==> src/rtl/gc_pkg.sv <==
package gc_pkg;
  // configuration word layout (bit 0 = gain, bit 1 = offset, bits 2,3 = calibration)
  typedef struct packed {
    logic cal_run;
    logic cal_arm;
    logic off_en;
    logic gain_en;
  } gc_cfg_t;

  localparam int unsigned CFG_W = 4;
endpackage

==> src/rtl/gc_cal_step.sv <==
module gc_cal_step #(
  parameter int DW = 24,
  parameter int K  = 10
) (
  input  logic [DW-1:0] cur_off,
  input  logic [DW-1:0] sample,
  output logic [DW-1:0] next_off
);
  logic signed [DW:0] err;
  logic signed [DW:0] step;
  logic signed [DW:0] sum;

  always_comb begin
    err      = $signed({sample[DW-1], sample}) - $signed({cur_off[DW-1], cur_off});
    step     = err >>> K;
    sum      = $signed({cur_off[DW-1], cur_off}) + step;
    next_off = sum[DW-1:0];
  end
endmodule

==> src/rtl/gc_regfile.sv <==
module gc_regfile
  import gc_pkg::*;
#(
  parameter int DW       = 24,
  parameter int NCH      = 4,
  parameter int AW       = 8,
  parameter int K        = 10,
  parameter int CFG_ADDR = 32'h20,
  parameter int GAIN_BASE = 32'h21,
  parameter int OFF_BASE  = 32'h25,
  localparam int CW      = (NCH > 1) ? $clog2(NCH) : 1
) (
  input  logic              clk,
  input  logic              rst_n,
  input  logic              reg_we,
  input  logic [AW-1:0]     reg_addr,
  input  logic [DW-1:0]     reg_wdata,
  output logic [DW-1:0]     reg_rdata,
  input  logic              cal_hit,
  input  logic [CW-1:0]     cal_chan,
  input  logic [DW-1:0]     cal_sample,
  output gc_cfg_t           cfg,
  output logic [NCH*DW-1:0] gain_flat,
  output logic [NCH*DW-1:0] off_flat
);
  localparam logic [DW-1:0] UNITY = {1'b0, {(DW-1){1'b1}}};
  localparam logic [AW-1:0] A_CFG = AW'(CFG_ADDR);

  logic cal_on;
  assign cal_on = cfg.cal_arm && cfg.cal_run;

  always_ff @(posedge clk or negedge rst_n) begin
    if (!rst_n)                          cfg <= '0;
    else if (reg_we && reg_addr == A_CFG) cfg <= gc_cfg_t'(reg_wdata[CFG_W-1:0]);
  end

  for (genvar c = 0; c < NCH; c++) begin : g_ch
    localparam logic [AW-1:0] A_GAIN = AW'(GAIN_BASE + c);
    localparam logic [AW-1:0] A_OFF  = AW'(OFF_BASE + c);
    logic [DW-1:0] gain_q, off_q, off_nxt;

    gc_cal_step #(.DW(DW), .K(K)) u_step (
      .cur_off (off_q),
      .sample  (cal_sample),
      .next_off(off_nxt)
    );

    always_ff @(posedge clk or negedge rst_n) begin
      if (!rst_n)                           gain_q <= UNITY;
      else if (reg_we && reg_addr == A_GAIN) gain_q <= reg_wdata;
    end

    always_ff @(posedge clk or negedge rst_n) begin
      if (!rst_n)                                       off_q <= '0;
      else if (reg_we && reg_addr == A_OFF)              off_q <= reg_wdata;
      else if (cal_on && cal_hit && cal_chan == CW'(c))  off_q <= off_nxt;
    end

    assign gain_flat[c*DW +: DW] = gain_q;
    assign off_flat[c*DW +: DW]  = off_q;
  end

  always_comb begin
    reg_rdata = '0;
    if (reg_addr == A_CFG) reg_rdata = DW'(cfg);
    for (int c = 0; c < NCH; c++) begin
      if (reg_addr == AW'(GAIN_BASE + c)) reg_rdata = gain_flat[c*DW +: DW];
      if (reg_addr == AW'(OFF_BASE + c))  reg_rdata = off_flat[c*DW +: DW];
    end
  end
endmodule

==> src/rtl/gc_datapath.sv <==
module gc_datapath #(
  parameter int DW = 24,
  parameter int CW = 2
) (
  input  logic          clk,
  input  logic          rst_n,
  input  logic          in_valid,
  output logic          in_ready,
  input  logic [CW-1:0] in_chan,
  input  logic [DW-1:0] in_data,
  input  logic [DW-1:0] off_val,
  input  logic [DW-1:0] gain_val,
  input  logic          gain_en,
  input  logic          off_en,
  output logic          out_valid,
  input  logic          out_ready,
  output logic [CW-1:0] out_chan,
  output logic [DW-1:0] out_data
);
  localparam int PW = 2*DW + 3;
  localparam logic [DW-1:0] GMIN = {1'b1, {(DW-1){1'b0}}};
  localparam logic signed [PW-1:0] HALF  = PW'(1) << (DW-2);
  localparam logic signed [PW-1:0] SMAX  = PW'({1'b0, {(DW-1){1'b1}}});
  localparam logic signed [PW-1:0] SMIN  = -(PW'(1) << (DW-1));

  logic adv;
  assign adv      = !out_valid || out_ready;
  assign in_ready = adv;

  // stage 1: channel select done upstream, offset subtract
  logic              s1_valid;
  logic [CW-1:0]     s1_chan;
  logic signed [DW:0] s1_d;
  logic [DW-1:0]     s1_g;
  logic              s1_ge;
  logic signed [DW:0] x_ext, o_ext;

  assign x_ext = $signed({in_data[DW-1], in_data});
  assign o_ext = $signed({off_val[DW-1], off_val});

  always_ff @(posedge clk or negedge rst_n) begin
    if (!rst_n) begin
      s1_valid <= 1'b0;
      s1_chan  <= '0;
      s1_d     <= '0;
      s1_g     <= '0;
      s1_ge    <= 1'b0;
    end else if (adv) begin
      s1_valid <= in_valid;
      if (in_valid) begin
        s1_chan <= in_chan;
        s1_d    <= off_en ? (x_ext - o_ext) : x_ext;
        s1_g    <= (gain_val == GMIN) ? (GMIN + DW'(1)) : gain_val;
        s1_ge   <= gain_en;
      end
    end
  end

  // stage 2: fractional gain, rounding, saturation
  logic signed [PW-1:0] d_w, g_w, prod, tot, scaled, pick;
  logic [DW-1:0] sat_val;

  always_comb begin
    d_w    = $signed({{(PW-DW-1){s1_d[DW]}}, s1_d});
    g_w    = $signed({{(PW-DW){s1_g[DW-1]}}, s1_g});
    prod   = d_w * g_w;
    tot    = prod + (prod >>> (DW-1)) + HALF;
    scaled = tot >>> (DW-1);
    pick   = s1_ge ? scaled : d_w;
    if (pick > SMAX)      sat_val = SMAX[DW-1:0];
    else if (pick < SMIN) sat_val = SMIN[DW-1:0];
    else                  sat_val = pick[DW-1:0];
  end

  always_ff @(posedge clk or negedge rst_n) begin
    if (!rst_n) begin
      out_valid <= 1'b0;
      out_chan  <= '0;
      out_data  <= '0;
    end else if (adv) begin
      out_valid <= s1_valid;
      if (s1_valid) begin
        out_chan <= s1_chan;
        out_data <= sat_val;
      end
    end
  end
endmodule

==> src/rtl/gain_offset_corrector.sv <==
module gain_offset_corrector
  import gc_pkg::*;
#(
  parameter int DW  = 24,
  parameter int NCH = 4,
  parameter int AW  = 8,
  parameter int K   = 10,
  localparam int CW = (NCH > 1) ? $clog2(NCH) : 1
) (
  input  logic          clk,
  input  logic          rst_n,
  input  logic          in_valid,
  output logic          in_ready,
  input  logic [CW-1:0] in_chan,
  input  logic [DW-1:0] in_data,
  output logic          out_valid,
  input  logic          out_ready,
  output logic [CW-1:0] out_chan,
  output logic [DW-1:0] out_data,
  input  logic          reg_we,
  input  logic [AW-1:0] reg_addr,
  input  logic [DW-1:0] reg_wdata,
  output logic [DW-1:0] reg_rdata
);
  gc_cfg_t           cfg;
  logic [CFG_W-1:0]  cfg_bits;
  logic [NCH*DW-1:0] gain_flat, off_flat;
  logic              accept;

  assign cfg_bits = cfg;
  assign accept   = in_valid && in_ready;

  gc_regfile #(.DW(DW), .NCH(NCH), .AW(AW), .K(K)) u_regs (
    .clk       (clk),
    .rst_n     (rst_n),
    .reg_we    (reg_we),
    .reg_addr  (reg_addr),
    .reg_wdata (reg_wdata),
    .reg_rdata (reg_rdata),
    .cal_hit   (accept),
    .cal_chan  (in_chan),
    .cal_sample(in_data),
    .cfg       (cfg),
    .gain_flat (gain_flat),
    .off_flat  (off_flat)
  );

  gc_datapath #(.DW(DW), .CW(CW)) u_dp (
    .clk      (clk),
    .rst_n    (rst_n),
    .in_valid (in_valid),
    .in_ready (in_ready),
    .in_chan  (in_chan),
    .in_data  (in_data),
    .off_val  (off_flat[in_chan*DW +: DW]),
    .gain_val (gain_flat[in_chan*DW +: DW]),
    .gain_en  (cfg.gain_en),
    .off_en   (cfg.off_en),
    .out_valid(out_valid),
    .out_ready(out_ready),
    .out_chan (out_chan),
    .out_data (out_data)
  );
endmodule

==> config.mk <==
export PLATFORM = sky130hd
export DESIGN_NAME = gain_offset_corrector
export DESIGN_NICKNAME = d
export VERILOG_FILES = /design/src/rtl/gc_pkg.sv /design/src/rtl/gc_cal_step.sv /design/src/rtl/gc_regfile.sv /design/src/rtl/gc_datapath.sv /design/src/rtl/gain_offset_corrector.sv
export SDC_FILE = /design/constraint.sdc
export NUM_CORES = 2
export LEC_CHECK = 0
export BUFFER_PORTS_ARGS = -buffer_cell sky130_fd_sc_hd__buf_2
export CAP_MARGIN = 10
export CORE_MARGIN = 2
export CORE_UTILIZATION = 60
export DETAILED_ROUTE_END_ITERATION = 6
export PLACE_DENSITY = 0.74
export SETUP_SLACK_MARGIN = 0.2
export SLEW_MARGIN = 5
export SYNTH_ARGS = -nofsm -noshare
export SYNTH_HDL_FRONTEND = slang
export SYNTH_SLANG_ARGS = --single-unit
==> constraint.sdc <==
create_clock -name clk -period 17.5 [get_ports clk]
set_clock_uncertainty 0.2 [all_clocks]
set_input_delay 1.75 -clock clk [delete_from_list [all_inputs] [get_ports clk]]
set_output_delay 1.75 -clock clk [all_outputs]
set_load 0.05 [all_outputs]
## Word level (Yosys, flattened, before mapping)

Cells that the tools add are included.
W data, S select, Z words.

| word-level totals | value |
|---|---|
| output and inout bits | 52 |
| bits in registers | 276 |
| input port bits | 63 |
| logic and storage cells | 97 |

| cells by class | value |
|---|---|
| order comparisons | 2 |
| equality and inequality tests | 13 |
| multiplexer cells | 22 |
| add/sub/neg operators | 11 |
| shift-type cells | 2 |
| reductions and logical operators | 25 |
| multipliers | 2 |

Operator list:

| cell | number |
|---|---|
| $mux W24 | 19 |
| $shiftx A96 B8 Y24 | 2 |
| $sub A24 B24 Y25 | 5 |
| $add A24 B15 Y24 | 4 |
| $eq A8 B6 Y1 const B | 9 |
| $add A51 B24 Y51 const B | 1 |
| $gt A51 B24 Y1 const B | 1 |
| $lt A51 B24 Y1 const B | 1 |
| $mux W51 | 1 |
| $add A49 B26 Y50 | 1 |
| $mul A25 B24 Y49 | 1 |
| $mux W25 | 1 |
| $eq A24 B24 Y1 const B | 1 |
| $logic_and A1 B1 Y1 | 16 |
| $reduce_bool A2 Y1 | 4 |
| $eq A2 B2 Y1 const B | 2 |
| $mul A2 B2 Y4 const B | 1 |
| $mux W4 | 1 |
| $reduce_and A2 Y1 | 2 |
| $eq A2 B1 Y1 const B | 1 |
| $logic_not A2 Y1 | 1 |
| $logic_not A1 Y1 | 1 |
| $logic_or A1 B1 Y1 | 1 |

## Longest topological paths before layout

| depth | value |
|---|---|
| word-level depth | 10 |
| gate-level depth with buffers | 52 |
| depth with buffers taken out | 48 |

## By module

Synthesis repeated with hierarchy kept, for this count alone.

| second synthesis, totals | value |
|---|---|
| cell total of the unflattened synthesis | 5408 |
| area, all modules | 49274.8 sq um |

Modules (own cells, without submodules):

| module | area an instance (sq um) | times used | cells each | seq. area each (sq um) |
|---|---|---|---|---|
| gc_datapath | 29321.9 | 1 | 3252 | 2001.9 |
| gc_regfile | 10269.8 | 1 | 924 | 5019.8 |
| gc_cal_step at u_regs.g_ch[1].u_step ... | 2088.3 | 3 | 288 | 0.0 |
| gc_cal_step at u_regs.g_ch[0].u_step | 2259.7 | 1 | 309 | 0.0 |
| gain_offset_corrector | 1158.6 | 1 | 59 | 0.0 |

## Worst setup path after synthesis

OpenSTA, ideal clock, no wires.

| path | value |
|---|---|
| path kind | register to register |
| start | register u_dp.s1_g[3] |
| end | register u_dp.out_data[14] |
| arrival time | 11.653 ns |
| clock period less this slack | 11.979 ns |
| path buffers | 3 |
| cell stages (with the launch flop) | 49 |
| library setup time | 0.126 ns |
| data required time | 17.174 ns |
| slack | 5.521 ns |
| cell sequence | dfrtp_1 -> clkbuf_1 -> clkbuf_1 -> nand2_1 -> fa_1 -> fa_1 -> fa_1 -> inv_1 -> fa_1 -> inv_1 -> fa_1 -> inv_1 -> fa_1 -> inv_1 -> fa_1 -> inv_1 -> ha_1 -> and4_1 -> [13 not listed] -> a21oi_1 -> o2111a_1 -> a221oi_2 -> nor3_2 -> nand2b_1 -> or3_1 -> o2111a_1 -> or4_4 -> and3_4 -> nor2_8 -> nand4_4 -> nor4_2 -> nand4_1 -> mux2i_1 -> a221oi_2 -> a221oi_4 -> buf_6 -> a221o_1 |

| between the ends | value |
|---|---|
| longest elaborated chain between the ends | 7 |
| elaborated cells between the ends (all ways) | 8 |
| those cells by class | add/sub: 2; mul: 1; order compare: 2; mux: 3 |

RTL lines:

| item | line | text |
|---|---|---|
| from (decl) | gc_datapath.sv:34 | `logic [DW-1:0] s1_g;` |
| from (signal assigned) | gc_datapath.sv:53 | `s1_g <= (gain_val == GMIN) ? (GMIN + DW'(1)) : gain_val;` |
| $mul A25 B24 Y49 (*) | gc_datapath.sv:66 | `prod = d_w * g_w;` |
| $add A49 B26 Y50 (*) | gc_datapath.sv:67 | `tot = prod + (prod >>> (DW-1)) + HALF;` |
| $add A51 B24 Y51 (*) | gc_datapath.sv:67 |  |
| $mux W51 (*) | gc_datapath.sv:69 | `pick = s1_ge ? scaled : d_w;` |
| $lt A51 B24 Y1 | gc_datapath.sv:71 | `else if (pick < SMIN) sat_val = SMIN[DW-1:0];` |
| $mux W24 | gc_datapath.sv:71 |  |
| $mux W24 (*) | gc_datapath.sv:70 | `if (pick > SMAX) sat_val = SMAX[DW-1:0];` |
| to (signal assigned) | gc_datapath.sv:84 | `out_data <= sat_val;` |
| to (decl) | gc_datapath.sv:18 | `output logic [DW-1:0] out_data` |

Every way passes the cells marked *; elsewhere a longest branch is shown, timed or not.
A chain may end at the register's enable or synchronous reset.

## Final worst setup path

| path | value |
|---|---|
| start | register u_dp.s1_d[10] |
| end | register u_dp.out_data[22] |

| between the ends | value |
|---|---|
| longest elaborated chain between the ends | 7 |
| elaborated cells between the ends (all ways) | 8 |
| those cells by class | add/sub: 2; mul: 1; order compare: 2; mux: 3 |

RTL lines:

| item | line | text |
|---|---|---|
| from (decl) | gc_datapath.sv:33 | `logic signed [DW:0] s1_d;` |
| from (signal assigned) | gc_datapath.sv:52 | `s1_d <= off_en ? (x_ext - o_ext) : x_ext;` |
| $mul A25 B24 Y49 | gc_datapath.sv:66 |  |
| $add A49 B26 Y50 | gc_datapath.sv:67 |  |
| $add A51 B24 Y51 | gc_datapath.sv:67 |  |
| $mux W51 (*) | gc_datapath.sv:69 |  |
| $lt A51 B24 Y1 | gc_datapath.sv:71 |  |
| $mux W24 | gc_datapath.sv:71 |  |
| $mux W24 (*) | gc_datapath.sv:70 |  |

Marks and branches as above.

==> results_dict.tcl <==
set metrics [dict create \
    cp_top_family "adder cells" \
    route.met2.wl_um 66700 \
    drive_gt1_share_pct 11.6 \
    critical_path_class "flop to flop" \
    clkLatencyLatePin_ps 600 \
    clock-sinks 276 \
    overflow 0 \
    cts_buffers 31 \
    wl_met1_um 54900 \
    synth_compound_area_share_pct 13.4 \
    cts_resized 0 \
    dp.cells 6270 \
    row_count 103 \
    worst_slew_pin_slew_ps 1190 \
    synth_warnings 0 \
    cts_tree "done" \
    syn_area_um2 47500 \
    finalCriticalPeriod_ps 14070 \
    fp.dieH_um 285 \
    combPwrFrac_pct 82.0 \
    start_util_pct 60.4 \
    detail_route.iter0.violations 3164 \
    slew_headroom_pct 20.4 \
    leakage_nw 24.3 \
    htree_num_levels 1 \
    dr.pass1.iters 6 \
    startpoint_type "flop" \
    end_kind "flop" \
    outcome "finished clean" \
    ant_nets 0 \
    maxCapViolCount 0 \
    final_cell_area_um2 49800 \
    synthToLayoutAreaGrowth_pct 4.93 \
    avgSynthCellArea_um2 8.98 \
    max_freq_mhz 71.1 \
    yosys.area.top_type "fa_1" \
    wl_um 140000 \
    cts_setup_buffers 0 \
    grt_pass1_wl_um 219000 \
    yosys.area_share.adder_pct 36.7 \
    async_flop_share_pct 100 \
    synthTopCellsByCount "inv_1 (832), fa_1 (634), nand2_1 (503)" \
    clk_path_buf_depth 3 \
    power_frac_seq_pct 10.3 \
    grt_max_degree 106 \
    antenna_found_initial 5 \
    synth_area_leaders "fa_1 (27%), ha_1 (9.9%), dfrtp_1 (9.7%)" \
    place.gp.congestion 1.01 \
    vias_per_cell 6.06 \
    cp_common_cell "fa_1" \
    clk_pin_slew_ps 70 \
    hold_viol_final 0 \
    post-route-period-util_pct 80.4 \
    synth_top_family_by_area "adder cells" \
    synth_flop_cell "dfrtp_1" \
    cts_root_buf "clkbuf_16" \
    grt_pass1_vias 38900 \
    crit_buf_inv 4 \
    dpl_cell_area_um2 48800 \
    die_area_um2 81400 \
    io_buffers 114 \
    core_um2 78600 \
    synthSimpleGateAreaFrac_pct 15.2 \
    power.share.switching_pct 57.6 \
    p_per_area_nw_per_um2 171 \
    synth.area.mux_share_pct 7.23 \
    power.switching_mw 4.91 \
    slowest_delay_ps 1140 \
    cts_hold_buf 0 \
    ys_types 117 \
    irDropWorstVdd_v 0.000273 \
    dp_hpwl_um 110000 \
    setup_viol 0 \
    rsz0062_at_grt "no" \
    boundaryPins 115 \
    critPathRequiredTime_ps 17820 \
    cp_max_fo 26 \
    final_util_pct 63.3 \
    clkPwrFrac_pct 7.8 \
    syn_inst 5286 \
    holdWs_ps 282 \
    synth_most_common_cell "inv_1" \
    synth_xor_area_share_pct 3.94 \
    cp_slowest_cell "dfrtp_1" \
    seq_area_frac_synth_pct 14.8 \
    setup_tns_ps 0 \
    grt.total_usage_pct 34.6 \
    yosysTopAreaCellShare_pct 26.7 \
    cp_data_arrival_time_ps 14390 \
    synth_fp_nets 6359 \
    hold_class "flop to flop" \
    stdcell_count 6330 \
    wl_met3_um 9940 \
    p_int_mw 3.61 \
    dr.max_layer_used "met4" \
    timing_max_transition_violations_final 0 \
    synth_edf_count 0 \
    ys_ff_latch 276 \
    nNetsFinal 6326 \
    drc 0 \
    die_w_um 285 \
    wl_per_cell_um 22.1 \
    vias 38300 \
]
==> metrics by stage <==
stage,setup slack (ps),power (mW)
2_1_floorplan,5520,5.90
5_1_grt,2500,9.15
6_report,3430,8.52
3_5_place_dp,3580,7.68
3_3_place_gp,3760,7.67
4_1_cts,3510,8.39
==> worst paths after layout <==
check                               from                   endpoint  slack (ps)  cells after the start
setup / recovery           u_dp.s1_d[10]          u_dp.out_data[22]        3430                     44
hold / removal              u_dp.s1_d[6]               u_dp.s1_d[6]         280                      2
setup reg to reg           u_dp.s1_d[10]          u_dp.out_data[22]        3430                     44
hold reg to reg             u_dp.s1_d[6]               u_dp.s1_d[6]         280                      2
max in group asynchronous          rst_n   u_regs.g_ch[1].off_q[13]       14720                      2
min in group asynchronous          rst_n  u_regs.g_ch[1].gain_q[23]         990                      1
==> power by group through the flow <==
stage	Sequential (mW)	Combinational, mW	Clock (mW)
floorplan	0.882	5.02	0
global placement	0.875	6.79	0
detailed placement	0.875	6.81	0
CTS	0.866	6.85	0.668
global route	0.880	7.57	0.696
finish	0.875	6.98	0.662
==> placed cells by master (no fill, tap or decap), drive strengths merged, types with 25 or more instances in the layout <==
cell type and instances:
inv 839, xor2 52, mux2 164, nand2 506, and2 293, dfrtp 184
a221o 43, xnor2 159, fa 634, mux2i 50, and3 27, a22oi 36
dfstp 92, or3 25, o21bai 46, nand3 54, nor3 100, ha 376
mux4 48, o21ai 170, a21o 80, o22ai 36, buf 172, clkbuf 44
nor2b 39, nand2b 32, nor2 339, o21a 43, a21oi 337
==> area by class of cell <==
| type | instances | area (um2) |
|---|---|---|
| flip-flops and latches | 276 | 7020 |
| fillers | 6677 | 28800 |
| multi-input cells | 3934 | 36300 |
| clock buffers | 44 | 865 |
| inverters | 838 | 3150 |
| well taps | 1050 | 1310 |
| diodes | 4 | 10.0 |
| clock inverters | 12 | 130 |
| repair buffers | 172 | 1020 |
==> logic make-up after synthesis <==
logic type,count (synthesis)
mux,262
simple gates,1488
fa+ha+maj,1010
buf+inv,1076
flops,276
xor+xnor,211
compound gates,963
==> per-layer routing <==
metal	track usage, %	vias up
li1	-	17300
met1	44.1	19100
met2	57.8	1574
met3	4.84	383
met4	17.4	0
met5	0	-
==> worst reg2reg max path: cells and delay by family (launching register included) <==
kind / cells / cell delay, ps
and+or+nand+nor: 12 / 3190
muxes: 1 / 240
buffers and inverters: 4 / 200
DFF: 1 / 1140
AOI/OAI and AO/OA: 17 / 4050
xor gates and xnor gates: 1 / 630
adders and majority gates: 9 / 4320
==> sequential cells by signal (all words and copies together), names as in the netlist <==
name,count
u_regs.g_ch.gain_q,96
u_regs.g_ch.off_q,96
u_dp.s1_d,25
u_dp.out_data,24
u_dp.s1_g,24
u_regs.cfg,4
u_dp.out_chan,2
u_dp.s1_chan,2
u_dp.out_valid,1
u_dp.s1_ge,1
u_dp.s1_valid,1
Power figures use the tool's default switching activity.
